$ cat config.mk
export PLATFORM = sky130hd
export DESIGN_NAME = acq_irq_status
export DESIGN_NICKNAME = d
export VERILOG_FILES = /design/src/rtl/acq_irq_pkg.sv /design/src/rtl/acq_unread_cnt.sv /design/src/rtl/acq_ien_reg.sv /design/src/rtl/acq_flag_reg.sv /design/src/rtl/acq_irq_status.sv
export SDC_FILE = /design/constraint.sdc
export NUM_CORES = 1
export LEC_CHECK = 0
export ABC_AREA = 1
export BUFFER_PORTS_ARGS = -buffer_cell sky130_fd_sc_hd__buf_2
export CAP_MARGIN = 15
export CORE_MARGIN = 3
export CORE_UTILIZATION = 50
export DETAILED_ROUTE_END_ITERATION = 6
export PLACE_DENSITY = 0.79
export SETUP_SLACK_MARGIN = 0.15
export SLEW_MARGIN = 10
export SYNTH_ARGS = -nofsm -noshare
export SYNTH_HDL_FRONTEND = slang
export SYNTH_HIERARCHICAL = 1
export SYNTH_SLANG_ARGS = --single-unit
$ cat constraint.sdc
create_clock -name clk -period 2.6 [get_ports clk]
set_clock_uncertainty 0.1 [all_clocks]
set_input_delay 0.26 -clock clk [delete_from_list [all_inputs] [get_ports clk]]
set_output_delay 0.26 -clock clk [all_outputs]
set_load 0.03 [all_outputs]
$ cat src/rtl/acq_irq_pkg.sv
// Package: shared sizes and flag bit positions for the acquisition
// interrupt status logic. Assumes a 16-bit status/enable word.
package acq_irq_pkg;
    localparam int STATUS_W = 16;
    localparam int NFLAG    = 8;
    localparam int CNT_W    = 5;
    localparam int NUM_W    = 3;
    localparam int NUM_LSB  = 8;
    localparam int THR_LSB  = STATUS_W - CNT_W;
    localparam int PAD_W    = THR_LSB - NFLAG;

    localparam int FB_LIMIT = 0;
    localparam int FB_MATCH = 1;
    localparam int FB_THR   = 2;
    localparam int FB_AZ    = 3;
    localparam int FB_CAL   = 4;
    localparam int FB_PAUSE = 5;
    localparam int FB_SPARE = 6;
    localparam int FB_READY = 7;

    typedef logic [NFLAG-1:0] flag_vec_t;
endpackage

$ cat src/rtl/acq_unread_cnt.sv
// Module: saturating up/down count of unread FIFO results, with a
// pulse when the count steps onto a programmed threshold.
// Assumes push/pop are single-cycle qualified strobes.
module acq_unread_cnt #(
    parameter int CNT_W = 5
) (
    input  logic             clk,
    input  logic             rst_n,
    input  logic             push,
    input  logic             pop,
    input  logic [CNT_W-1:0] thr,
    output logic [CNT_W-1:0] cnt,
    output logic             thr_hit
);
    localparam logic [CNT_W-1:0] CNT_MAX = {CNT_W{1'b1}};
    localparam logic [CNT_W-1:0] CNT_MIN = '0;

    logic             do_inc;
    logic             do_dec;
    logic [CNT_W-1:0] cnt_nxt;

    // Decide the step: push and pop together cancel, and the ends saturate.
    always_comb begin
        do_inc  = push && !pop && (cnt != CNT_MAX);
        do_dec  = pop && !push && (cnt != CNT_MIN);
        cnt_nxt = cnt;
        if (do_inc) begin
            cnt_nxt = cnt + 1'b1;
        end else if (do_dec) begin
            cnt_nxt = cnt - 1'b1;
        end
    end

    // The threshold compare counts only when the value moves.
    assign thr_hit = (do_inc || do_dec) && (cnt_nxt == thr);

    // Count register.
    always_ff @(posedge clk) begin
        if (!rst_n) begin
            cnt <= '0;
        end else begin
            cnt <= cnt_nxt;
        end
    end
endmodule

$ cat src/rtl/acq_ien_reg.sv
// Module: byte-lane writable enable register, reset to zero.
// Assumes DW is a whole number of bytes.
module acq_ien_reg #(
    parameter int DW = 16
) (
    input  logic            clk,
    input  logic            rst_n,
    input  logic            wr_en,
    input  logic [DW/8-1:0] wr_be,
    input  logic [DW-1:0]   wr_data,
    output logic [DW-1:0]   q
);
    localparam int NBYTE = DW / 8;

    for (genvar b = 0; b < NBYTE; b++) begin : g_lane
        // One byte lane: loads only when its byte enable is high.
        always_ff @(posedge clk) begin
            if (!rst_n) begin
                q[b*8 +: 8] <= '0;
            end else if (wr_en && wr_be[b]) begin
                q[b*8 +: 8] <= wr_data[b*8 +: 8];
            end
        end
    end
endmodule

$ cat src/rtl/acq_flag_reg.sv
// Module: sticky flag bank. Clearing happens first, then new events
// are ORed in, so an event that meets a clear is kept. Bits outside
// USED are held at zero.
module acq_flag_reg #(
    parameter int              NF   = 8,
    parameter logic [NF-1:0]   USED = '1
) (
    input  logic          clk,
    input  logic          rst_n,
    input  logic          clr,
    input  logic [NF-1:0] set,
    output logic [NF-1:0] flags
);
    logic [NF-1:0] flags_nxt;

    // Clear first, then set, then mask off the unused positions.
    always_comb begin
        flags_nxt = clr ? '0 : flags;
        flags_nxt = (flags_nxt | set) & USED;
    end

    // Flag storage.
    always_ff @(posedge clk) begin
        if (!rst_n) begin
            flags <= '0;
        end else begin
            flags <= flags_nxt;
        end
    end
endmodule

$ cat src/rtl/acq_irq_status.sv
// Top: interrupt flags, unread count and enable register for the
// acquisition sequencer. The status word is combinational from
// registers. A read strobe or a soft clear empties the flags at the next edge.
module acq_irq_status
    import acq_irq_pkg::*;
(
    input  logic                clk,
    input  logic                rst_n,
    input  logic                soft_clr,
    input  logic                ev_limit,
    input  logic                ld_valid,
    input  logic [NUM_W-1:0]    ld_num,
    input  logic                fifo_wr,
    input  logic                fifo_rd,
    input  logic                ev_autozero,
    input  logic                ev_calib,
    input  logic                ev_pause,
    input  logic                ev_ready,
    input  logic                wr_en,
    input  logic [1:0]          wr_be,
    input  logic [STATUS_W-1:0] wr_data,
    input  logic                rd_stb,
    output logic [STATUS_W-1:0] rd_data,
    output logic                irq
);
    localparam flag_vec_t USED_MASK = ~(flag_vec_t'(1) << FB_SPARE);

    logic [STATUS_W-1:0] ien_q;
    logic [CNT_W-1:0]    cnt;
    logic                thr_hit;
    logic                num_hit;
    flag_vec_t           set_vec;
    flag_vec_t           flags;

    acq_ien_reg #(.DW(STATUS_W)) u_ien (
        .clk     (clk),
        .rst_n   (rst_n),
        .wr_en   (wr_en),
        .wr_be   (wr_be),
        .wr_data (wr_data),
        .q       (ien_q)
    );

    acq_unread_cnt #(.CNT_W(CNT_W)) u_cnt (
        .clk     (clk),
        .rst_n   (rst_n),
        .push    (fifo_wr),
        .pop     (fifo_rd),
        .thr     (ien_q[THR_LSB +: CNT_W]),
        .cnt     (cnt),
        .thr_hit (thr_hit)
    );

    // Instruction-number match for the load flag.
    assign num_hit = ld_valid && (ld_num == ien_q[NUM_LSB +: NUM_W]);

    // Gather the per-bit set requests.
    always_comb begin
        set_vec           = '0;
        set_vec[FB_LIMIT] = ev_limit;
        set_vec[FB_MATCH] = num_hit;
        set_vec[FB_THR]   = thr_hit;
        set_vec[FB_AZ]    = ev_autozero;
        set_vec[FB_CAL]   = ev_calib;
        set_vec[FB_PAUSE] = ev_pause;
        set_vec[FB_READY] = ev_ready;
    end

    acq_flag_reg #(.NF(NFLAG), .USED(USED_MASK)) u_flags (
        .clk   (clk),
        .rst_n (rst_n),
        .clr   (rd_stb || soft_clr),
        .set   (set_vec),
        .flags (flags)
    );

    // Status word and interrupt output.
    assign rd_data = {cnt, {PAD_W{1'b0}}, flags};
    assign irq     = |(flags & ien_q[NFLAG-1:0]);
endmodule

==> results.md, run 1 <==
* Aggregate negative setup slack at 0 ns
* Series of cell instances along the critical path: ha_1 -> inv_1 -> nor3_1 -> ha_1 -> inv_1 -> nand3_2 -> nand2_1 -> o21ai_1 -> nand3_1 -> nand2_1 -> nand2_1 -> nand2_1 -> nand2_1 -> nor2_2 -> inv_1 -> a21oi_1
* Post-CTS setup buffer count at 0
* H-tree depth reported by CTS at 1
* Count of warnings emitted by yosys at 6
* Horizontal extent of the die at 61.6 um
* Crit Path Class: reg -> reg
* Netlist cell types at 24
* Total leakage power at 1.05 nW
* Final ANT Viol Nets at 0
* Count of buffers from port buffering at 46
* Leading post-synthesis cells by cell area: dfxtp_1 (36%), nand2_1 (21%), inv_1 (11%)
* PwrDens at 554 mW/mm^2
* Seq/Total Area, Yosys at 0.363
* Post-synthesis cell count at 252
* Library cell with the largest summed area after synthesis: dfxtp_1
* Reg clk slew, reported paths at 0.16 ns
* Post-synthesis area per instance at 6.13 sq um
* Global-route usage over all layers at 0.170
* I/O pins at between 50 and 60
* Worst path buffer plus inverter count at 3
* Routability Congestion at approximately 0.85
* Die ar. at approximately 0.0038 sq mm
* Initial DRC Count at 49
* Number of maximum-capacitance violations at 0
* Data arrival at the endpoint of the critical path at between 2 and 2.5 ns
* Starting density of the core at 0.541
* Run status: completed
* Post-synthesis register bit count at 28
* Critical Path Start Type: flip-flop
* Worst hold-check path type: in -> reg
* Setup repair after global routing missed its margin: no
* Share of flip-flops with an asynchronous set or reset at 0
* Maximum buffer depth of the clock tree at 2
* Required time worst endpoint at 2.78 ns
* Layout filler cell count at 294
* Crit path capture type: flip-flop
* Fmax at 467 MHz
* PostCTS Resize Cnt at 0
* Floorplan die height at 61.6 um
* Cell chosen for the clock root: clkbuf_4
* DRC errors left at 0
* Number of antenna violations at the first check in global routing at 0
* Total count of max-transition violations in the final report at 0
* Detail-routed via count per cell at 4.38
* Area growth from synthesis to final layout at 16.7%
* Clock Sinks at 28
* FF+latch area at 561 sq um
* Post-CTS Hold Buffers at 0
* CP max FO at 7
* Tmin final at ~2.1 ns
* Commonest non-fill, non-tap cells in the layout: nand2_1 (86), buf_2 (46), inv_1 (45)
* Post-layout power at between 0.9 and 1 mW
* Period utilization at 0.823
* Gate family responsible for the most delay along the worst path: simple AND/OR/NAND/NOR gates
* Post-synth EDFFs at 0
* Most frequent standard cell in the layout excluding fill and tap cells: nand2_1
* Clock latency at the later pin of the worst-skew pair at 0.33 ns
* Most used DFF post-synth: dfxtp_1
* Maximum number of pins on one net before global-route repair at 20
* Vias at 1432
* Standard cell with the maximum stage delay on the critical path: dfxtp_1
* Grt ovf at 0
* HPWL after DPL at 2260 um
* CTS tree: done
* Maximum VDD drop at between 200 and 300 uV
* Cts bufs inserted at 3
* Area fraction of the dominant cell type after synthesis at 0.363
* Final hold viol count at 0
* Standard cell core area at 0.00285 sq mm
* Multi-input gate area at 747 sq um
* Layout cell share with drive strength beyond 1 at 0.206
* DRT Pass-1 Iters at 4
* Routed wirelength normalized by instance count at between 9 and 10 um
* Number of standard-cell rows in the floorplan at 19
* Mapped Area at 0.00154 sq mm
* Final setup violation count at 0
* Global-route wire length before repair at 4890 um
* Antenna Cells at 0
* Detailed-route wire length at 3000 um
* Most used cell along the critical path: nand2_1
* Nets at ~330
* Critical path's largest stage delay at 0.48 ns
* Fraction of the core area covered by cells at the end of the flow at 0.632
* Vias in the first global route at 1198
-- cell families after synthesis --
| logic type | share of synthesized area |
|---|---|
| other | 0.00486 |
| XOR/XNOR | 0.00567 |
| adder cells (fa/ha/maj) | 0.0243 |
| buffers and inverters | 0.158 |
| AND/OR/NAND/NOR | 0.400 |
| AO/OA/AOI/OAI | 0.0446 |
| flip-flops | 0.363 |
-- metrics by stage --
| step | cells | worst slack, ns | area, sq um | hold slack [ns] |
|---|---|---|---|---|
| 6_report | 327 | 0.461 | 1800 | 0.0350 |
| 2_1_floorplan | 254 | 0.433 | 1550 | 0.294 |
| 5_1_grt | 327 | 0.162 | 1800 | 0.0173 |
| 3_3_place_gp | 323 | 0.552 | 1750 | 0.367 |
| 4_1_cts | 327 | 0.445 | 1800 | 0.0299 |
| 3_5_place_dp | 323 | 0.469 | 1750 | 0.369 |
-- flip-flops by register name, summed over array words and instances, names as in the netlist --
name           count
u_ien/q           16
u_flags/flags      7
u_cnt/cnt          5
-- path summary, 6_finish.rpt --
path,cells past startpoint,end,startpoint,slack (ns)
setup reg to reg,16,u_flags/flags[2]$_SDFF_PN0_,u_cnt/cnt[0]$_SDFF_PN0_,0.46
setup / recovery,16,u_flags/flags[2]$_SDFF_PN0_,u_cnt/cnt[0]$_SDFF_PN0_,0.46
hold / removal,3,u_ien/q[0]$_SDFFE_PN0P_,wr_data[0],0.04
hold reg to reg,2,u_flags/flags[4]$_SDFF_PN0_,u_flags/flags[4]$_SDFF_PN0_,0.38
-- synth_stat cells, types with 2 or more instances --
library cell  count
a21oi_1          10
buf_4             4
buf_6             2
conb_1            2
dfxtp_1          28
ha_1              3
inv_1            45
nand2_1          86
nand2_2           5
nand3_1          11
nor2_1           43
-- metal layers --
layer	vias up	routed length, um	share of wire	GRT usage
met1	583	1560	0.52	0.244
met2	34	1250	0.42	0.265
met3	2	167	0.056	0.0189
met4	0	21	0.0070	0.0545
li1	813	-	-	-
met5	-	0	0	0
-- report_power, final --
group | internal [mW] | leakage [nW] | switching, mW
clock | 0.156 | 0.0279 | 0.132
sequential | 0.459 | 0.231 | 0.0227
combinational | 0.0810 | 0.790 | 0.148
total | 0.696 | 1.05 | 0.302
-- final cells by class --
type	instances	area share
Timing Repair Buffer	46	0.128
Clock inverter	1	0.0167
Inverter	46	0.0958
Sequential cell	28	0.311
Clock buffer	3	0.0125
Tap cell	31	0.0215
Multi-Input combinational cell	172	0.415
-- worst min-delay path, delay by kind of cell --
kind / cells / cell delay [ns]
AND/OR/NAND/NOR: 2 / 0.11
buffers and inverters: 1 / 0.07
Power figures use the tool's default switching activity.
==> run 2, diff against run 1 <==
--- a/config.mk
+++ b/config.mk
@@ -9,9 +9,9 @@
 export BUFFER_PORTS_ARGS = -buffer_cell sky130_fd_sc_hd__buf_2
 export CAP_MARGIN = 15
 export CORE_MARGIN = 3
-export CORE_UTILIZATION = 50
+export CORE_UTILIZATION = 45
 export DETAILED_ROUTE_END_ITERATION = 6
-export PLACE_DENSITY = 0.79
+export PLACE_DENSITY = 0.75
 export SETUP_SLACK_MARGIN = 0.15
 export SLEW_MARGIN = 10
 export SYNTH_ARGS = -nofsm -noshare
==> constraint.sdc (replaced) <==
create_clock -name clk -period 1.8 [get_ports clk]
set_clock_uncertainty 0.1 [all_clocks]
set_input_delay 0.18 -clock clk [delete_from_list [all_inputs] [get_ports clk]]
set_output_delay 0.18 -clock clk [all_outputs]
set_load 0.03 [all_outputs]
==> run 2 against run 1 <==
Net effect:
- the flow now finishes with violations (negative setup slack)
- critical endpoint unchanged
- count of clock-buffer cells in the layout is 1 higher
- setup slack worse by 0.65 ns
- via count is 15% higher
- highest routed layer unchanged
==> results.md, run 2 (same netlist as run 1, synthesis figures left out) <==
* Starting density of the core at 0.490
* Data arrival at the endpoint of the critical path at 2.16 ns
* HPWL after DPL at 2470 um
* Worst Setup Slack, final at -0.186 ns
* Crit path capture type: flip-flop
* CP max FO at 3
* Stages on the worst setup path at 16
* Detail-routed via count per cell at about 4.4
* DRT Pass-1 Iters at 4
* Fmax at 503 MHz
* Flip-flop count of the largest register after layout at 16
* H-tree depth reported by CTS at 1
* Nets at 364
* Most frequent standard cell in the layout excluding fill and tap cells: nand2_1
* Detailed-route wire length at 3770 um
* Global-route usage over all layers at 0.178
* Die ar. at 0.00417 sq mm
* Cts bufs inserted at 3
* Commonest non-fill, non-tap cells in the layout: nand2_1 (78), buf_2 (46), inv_1 (43)
* Crit Path Class: reg -> reg
* Critical Path Start Type: flip-flop
* Count of buffers from port buffering at 46
* CP Capture Point: u_flags/flags[2]$_SDFF_PN0_
* Worst path buffer plus inverter count at 3
* Tmin final at just under 2 ns
* Run status: finished, violations left
* Vias at approximately 1600
* Setup slack, reg-to-reg at -0.19 ns
* Antenna Cells at 0
* Routed wirelength normalized by instance count at 10.2 um
* Register with the most flip-flops: u_ien/q
* CTS tree: done
* Period utilization at 1.10
* Clock latency at the later pin of the worst-skew pair at 0.32 ns
* Worst hold-check path type: in -> reg
* Standard cell core area at 0.00315 sq mm
* Global-route wire length before repair at between 6000 and 7000 um
* Violations in the final reports: negative setup slack
* Area growth from synthesis to final layout at 42.1%
* DP Worst Slack at -0.123 ns
* Total count of max-transition violations in the final report at 0
* Required time worst endpoint at 1.97 ns
* Setup repair after global routing missed its margin: yes
* Gate family responsible for the most delay along the worst path: simple AND/OR/NAND/NOR gates
* Layout cell share with drive strength beyond 1 at 0.294
* Reg clk slew, reported paths at around 0.15 ns
* Maximum VDD drop at 372 uV
* Standard cell with the maximum stage delay on the critical path: dfxtp_4
* Critical path's largest stage delay at 0.38 ns
* Cell chosen for the clock root: clkbuf_4
* DRC errors left at 0
* Worst reg2reg path startpoint: u_cnt/cnt[1]$_SDFF_PN0_
* Placed Area at approximately 0.0018 sq mm
* Horizontal extent of the die at roughly 65 um
* Critical path launch point: u_cnt/cnt[1]$_SDFF_PN0_
* Series of cell instances along the critical path: ha_4 -> inv_4 -> nor3_4 -> ha_2 -> buf_4 -> nor2_4 -> nand2_1 -> nand2_2 -> nand2_2 -> nand2_2 -> nand3_1 -> nand2_1 -> nand2_1 -> nor2_2 -> inv_1 -> a21oi_1
* Floorplan die height at 64.6 um
* Initial DRC Count at 46
* Vias in the first global route at ~1500
* Maximum buffer depth of the clock tree at 2
* Number of standard cells in the final layout excluding fillers at 370
* Final ANT Viol Nets at 0
* Total leakage power at 1.20 nW
* Final instance area at 0.00219 sq mm
* Cell Count Post-Placement at 341
* Largest registers: u_ien/q: 16 flops, u_flags/flags: 7 flops, u_cnt/cnt: 5 flops
* Final setup violation count at 1
* I/O pins at 51
* Number of maximum-capacitance violations at 0
* Post-layout power at 1.49 mW
* Maximum number of pins on one net before global-route repair at 20
* Layout filler cell count at 297
* Fraction of the core area covered by cells at the end of the flow at 0.696
* FF-to-FF path depth at 16
* Routability Congestion at 0.831
* Number of antenna violations at the first check in global routing at 0
* Number of standard-cell rows in the floorplan at 20
* Clock Sinks at 28
* Grt ovf at 0
* Worst reg2reg path endpoint: u_flags/flags[2]$_SDFF_PN0_
* PwrDens at a little under 700 mW/mm^2
* Final hold viol count at 0
==> run 2: worst min path at each step <==
stage           startpoint                       end  slack, ns  cells after the start
5_1_grt        wr_data[11]  u_ien/q[11]$_SDFFE_PN0P_       0.02                      3
4_1_cts        wr_data[11]  u_ien/q[11]$_SDFFE_PN0P_       0.02                      3
3_3_place_gp   wr_data[11]  u_ien/q[11]$_SDFFE_PN0P_       0.30                      3
3_5_place_dp    wr_data[8]   u_ien/q[8]$_SDFFE_PN0P_       0.31                      3
2_1_floorplan        rst_n   u_cnt/cnt[0]$_SDFF_PN0_       0.21                      2
6_report       wr_data[11]  u_ien/q[11]$_SDFFE_PN0P_       0.02                      3
==> run 2: what timing repair did <==
| item | CTS | global route |
|---|---|---|
| buffers inserted | 2 | 3 |
| endpoints found under the hold margin | 20 | 0 |
| endpoints found under the setup margin | 2 | 4 |
| hold buffers | 20 | 0 |
| resized for setup | 4 | 16 |
| pin swaps | 6 | 10 |
==> run 2: layout make-up <==
class | instances | area (sq um) | share of cell area
Multi-Input combinational cell | 172 | 838 | 0.382
Clock buffer | 4 | 47.5 | 0.0217
Inverter | 46 | 175 | 0.0798
Sequential cell | 28 | 573 | 0.261
Timing Repair Buffer | 76 | 505 | 0.230
Tap cell | 44 | 55.1 | 0.0251
==> run 2: report_power, final <==
group / total [mW] / switching [mW] / leakage [nW] / internal (mW)
clock network: 0.352 / 0.182 / 0.0261 / 0.170
registers: 0.692 / 0.0273 / 0.233 / 0.664
logic: 0.451 / 0.265 / 0.943 / 0.185
total: 1.49 / 0.475 / 1.20 / 1.02
==> run 2: per-stage QoR <==
stage	TNS (ns)	hold slack, ns
2_1_floorplan	-0.0687	0.208
3_3_place_gp	-0.0897	0.300
3_5_place_dp	-0.123	0.308
4_1_cts	-0.0902	0.0162
5_1_grt	-0.304	0.0238
6_report	-0.186	0.0197
==> run 2: metal layers <==
metal	part of all wire	up-vias	GRT usage
met4	0.0085	0	0.0607
met3	0.053	4	0.0260
met2	0.51	48	0.323
li1	-	875	-
met5	0	-	0
met1	0.43	717	0.213
==> run 2: tightest hold or removal path, delay by kind of cell <==
| kind | cells | cell delay [ns] |
|---|---|---|
| and+or+nand+nor | 2 | 0.15 |
| buffers and inverters | 1 | 0.08 |
==> run 3, diff against run 2 <==
--- a/config.mk
+++ b/config.mk
@@ -6,15 +6,17 @@
 export NUM_CORES = 1
 export LEC_CHECK = 0
 export ABC_AREA = 1
-export BUFFER_PORTS_ARGS = -buffer_cell sky130_fd_sc_hd__buf_2
 export CAP_MARGIN = 15
 export CORE_MARGIN = 3
-export CORE_UTILIZATION = 45
+export CORE_UTILIZATION = 56
 export DETAILED_ROUTE_END_ITERATION = 6
-export PLACE_DENSITY = 0.75
+export DONT_BUFFER_PORTS = 1
+export HOLD_SLACK_MARGIN = 0.08
+export PLACE_DENSITY = 0.74
 export SETUP_SLACK_MARGIN = 0.15
 export SLEW_MARGIN = 10
 export SYNTH_ARGS = -nofsm -noshare
 export SYNTH_HDL_FRONTEND = slang
 export SYNTH_HIERARCHICAL = 1
 export SYNTH_SLANG_ARGS = --single-unit
+export TNS_END_PERCENT = 30
==> run 3 against run 2 <==
Net effect:
- the run still ends with negative setup slack left
- final cell count fell by 7.0%
- combinational power rose by 2%
- register-to-register slack improved by 0.07 ns
- fmax rose by 3.9%
- core utilization rose by 19 points
- clock power rose by 5%
- sequential power rose by 2%
- non-clock buffer count fell by 12
- count of clock-buffer cells in the layout did not move
- largest power group unchanged
==> results.md, run 3 (same netlist as run 1, synthesis figures left out) <==
* Critical path's largest stage delay at 0.39 ns
* Number of maximum-capacitance violations at 0
* Commonest non-fill, non-tap cells in the layout: nand2_1 (80), dlygate4sd3_1 (47), inv_1 (42), nor2_1 (42), dfxtp_1 (19)
* Cts bufs inserted at 3
* PwrDens at between 600 and 700 mW/mm^2
* Period utilization at 1.06
* Worst reg2reg path endpoint: u_flags/flags[2]$_SDFF_PN0_
* Clock Sinks at 28
* Aggregate negative setup slack at -0.112 ns
* Horizontal extent of the die at 58.5 um
* Die ar. at 0.00342 sq mm
* Violations in the final reports: negative setup slack
* Routability Congestion at 0.845
* CTS tree: done
* DRC errors left at 0
* DRT Pass-1 Iters at 5
* Vias in the first global route at 1819
* Maximum number of pins on one net before global-route repair at 20
* Setup repair after global routing missed its margin: yes
* Largest registers: u_ien/q: 16 flops, u_flags/flags: 7 flops, u_cnt/cnt: 5 flops
* CP Capture Point: u_flags/flags[2]$_SDFF_PN0_
* Total count of max-transition violations in the final report at 0
* Worst Setup Slack, final at -0.112 ns
* Standard cell with the maximum stage delay on the critical path: dfxtp_4
* Flip-flop count of the largest register after layout at 16
* Crit Path Class: reg -> reg
* Area growth from synthesis to final layout at 45.5%
* Maximum buffer depth of the clock tree at 2
* Number of antenna violations at the first check in global routing at 0
* Final ANT Viol Nets at 0
* H-tree depth reported by CTS at 1
* Nets at 352
* Clock latency at the later pin of the worst-skew pair at 0.34 ns
* Standard cell core area at 0.00254 sq mm
* Post-CTS setup buffer count at 0
* Critical Path Start Type: flip-flop
* Register with the most flip-flops: u_ien/q
* Routed wirelength normalized by instance count at 15.0 um
* Layout cell share with drive strength beyond 1 at 0.178
* Fmax at 523 MHz
* Worst reg2reg path startpoint: u_cnt/cnt[1]$_SDFF_PN0_
* Number of standard-cell rows in the floorplan at 18
* Worst hold-check path type: in -> reg
* Final setup violation count at 1
* Required time worst endpoint at 2.00 ns
* HPWL after DPL at 2340 um
* Global-route wire length before repair at 8170 um
* Global-route usage over all layers at 0.309
* Data arrival at the endpoint of the critical path at 2.11 ns
* Vias at 1813
* Reg clk slew, reported paths at 0.17 ns
* CP max FO at 6
* Floorplan die height at 58.5 um
* Setup slack, reg-to-reg at -0.11 ns
* Antenna Cells at 0
* Run status: finished, violations left
* Tmin final at 1.91 ns
* Count of buffers from port buffering at 0
* Initial DRC Count at between 150 and 200
* Starting density of the core at 0.607
* Most frequent standard cell in the layout excluding fill and tap cells: nand2_1
* Grt ovf at 0
* Total leakage power at 1.13 nW
* Final hold viol count at 0
* Series of cell instances along the critical path: ha_4 -> inv_2 -> nor3_2 -> ha_2 -> inv_2 -> nand3_4 -> nand2_1 -> o21ai_2 -> nand3_2 -> nand2_1 -> nand2_1 -> nand2_1 -> nand2_1 -> nor2_2 -> inv_1 -> a21oi_1
* Crit path capture type: flip-flop
* Maximum VDD drop at between 800 and 900 uV
* Fraction of the core area covered by cells at the end of the flow at 0.882
* Critical path launch point: u_cnt/cnt[1]$_SDFF_PN0_
* Most used cell along the critical path: nand2_1
* Detailed-route wire length at 5160 um
* FF-to-FF path depth at 16
* Detail-routed via count per cell at about 5.3
* I/O pins at 51
* Cell chosen for the clock root: clkbuf_4
-- run 3: cell count changes in the layout (fill, tap and decap cells not counted), sizes merged --
cell,change
dlygate4sd3,+27
dlymetal6s4s,+1
buf,-40
-- run 3: metal layers --
layer / up-vias / share of wire / global-route usage
met5: - / 0 / 0
met4: 0 / 0.036 / 0.129
met3: 26 / 0.085 / 0.0526
met2: 120 / 0.50 / 0.536
met1: 813 / 0.38 / 0.373
li1: 854 / - / -
-- run 3: layout make-up --
| class | instances | area [sq um] |
|---|---|---|
| multi-input combinational | 172 | 806 |
| fill | 138 | 299 |
| inverter | 46 | 173 |
| clock buffer | 4 | 47.5 |
| tap | 30 | 37.5 |
| sequential | 28 | 579 |
| timing repair buffer | 64 | 603 |
-- run 3: what timing repair did --
action / CTS / global route
setup endpoints to repair: 2 / 8
pin swaps: 4 / 8
gates cloned: 0 / 0
hold endpoints to repair: 28 / 0
resized for setup: 4 / 15
hold buffers: 48 / 0
-- run 3: report_power, final --
| part | internal (mW) | switching (mW) |
|---|---|---|
| Sequential | 0.666 | 0.0431 |
| Combinational | 0.204 | 0.257 |
| Clock | 0.170 | 0.199 |
| Total | 1.04 | 0.499 |
-- run 3: metrics by stage --
step	hold WS, ns	area (sq um)	std cells	power, mW	setup WS [ns]
after floorplan	0.208	1590	254	0.963	-0.0687
final	0.0857	2250	344	1.54	-0.112
after detailed placement	0.207	1680	292	1.04	-0.156
after global placement	0.206	1680	292	1.03	-0.0990
after global routing	0.103	2250	344	1.62	-0.277
after CTS	0.0903	2220	344	1.49	-0.154
-- run 3: worst min-delay path by stage --
stage	start	slack, ns	depth (start not counted)	endpoint
floorplan	rst_n	0.21	2	u_cnt/cnt[0]$_SDFF_PN0_
global placement	rst_n	0.21	2	u_ien/q[2]$_SDFFE_PN0P_
detailed placement	rst_n	0.21	2	u_ien/q[14]$_SDFFE_PN0P_
CTS	fifo_wr	0.09	4	u_cnt/cnt[4]$_SDFF_PN0_
global route	fifo_wr	0.10	4	u_cnt/cnt[3]$_SDFF_PN0_
finish	fifo_wr	0.09	4	u_cnt/cnt[3]$_SDFF_PN0_
-- run 3: worst max-delay path: cells and delay by family, from the launching register on --
family / cells / cell delay [ns]
simple gates: 9 / 0.76
fa+ha+maj: 2 / 0.34
buf+inv: 3 / 0.12
flops: 1 / 0.39
compound gates: 2 / 0.18
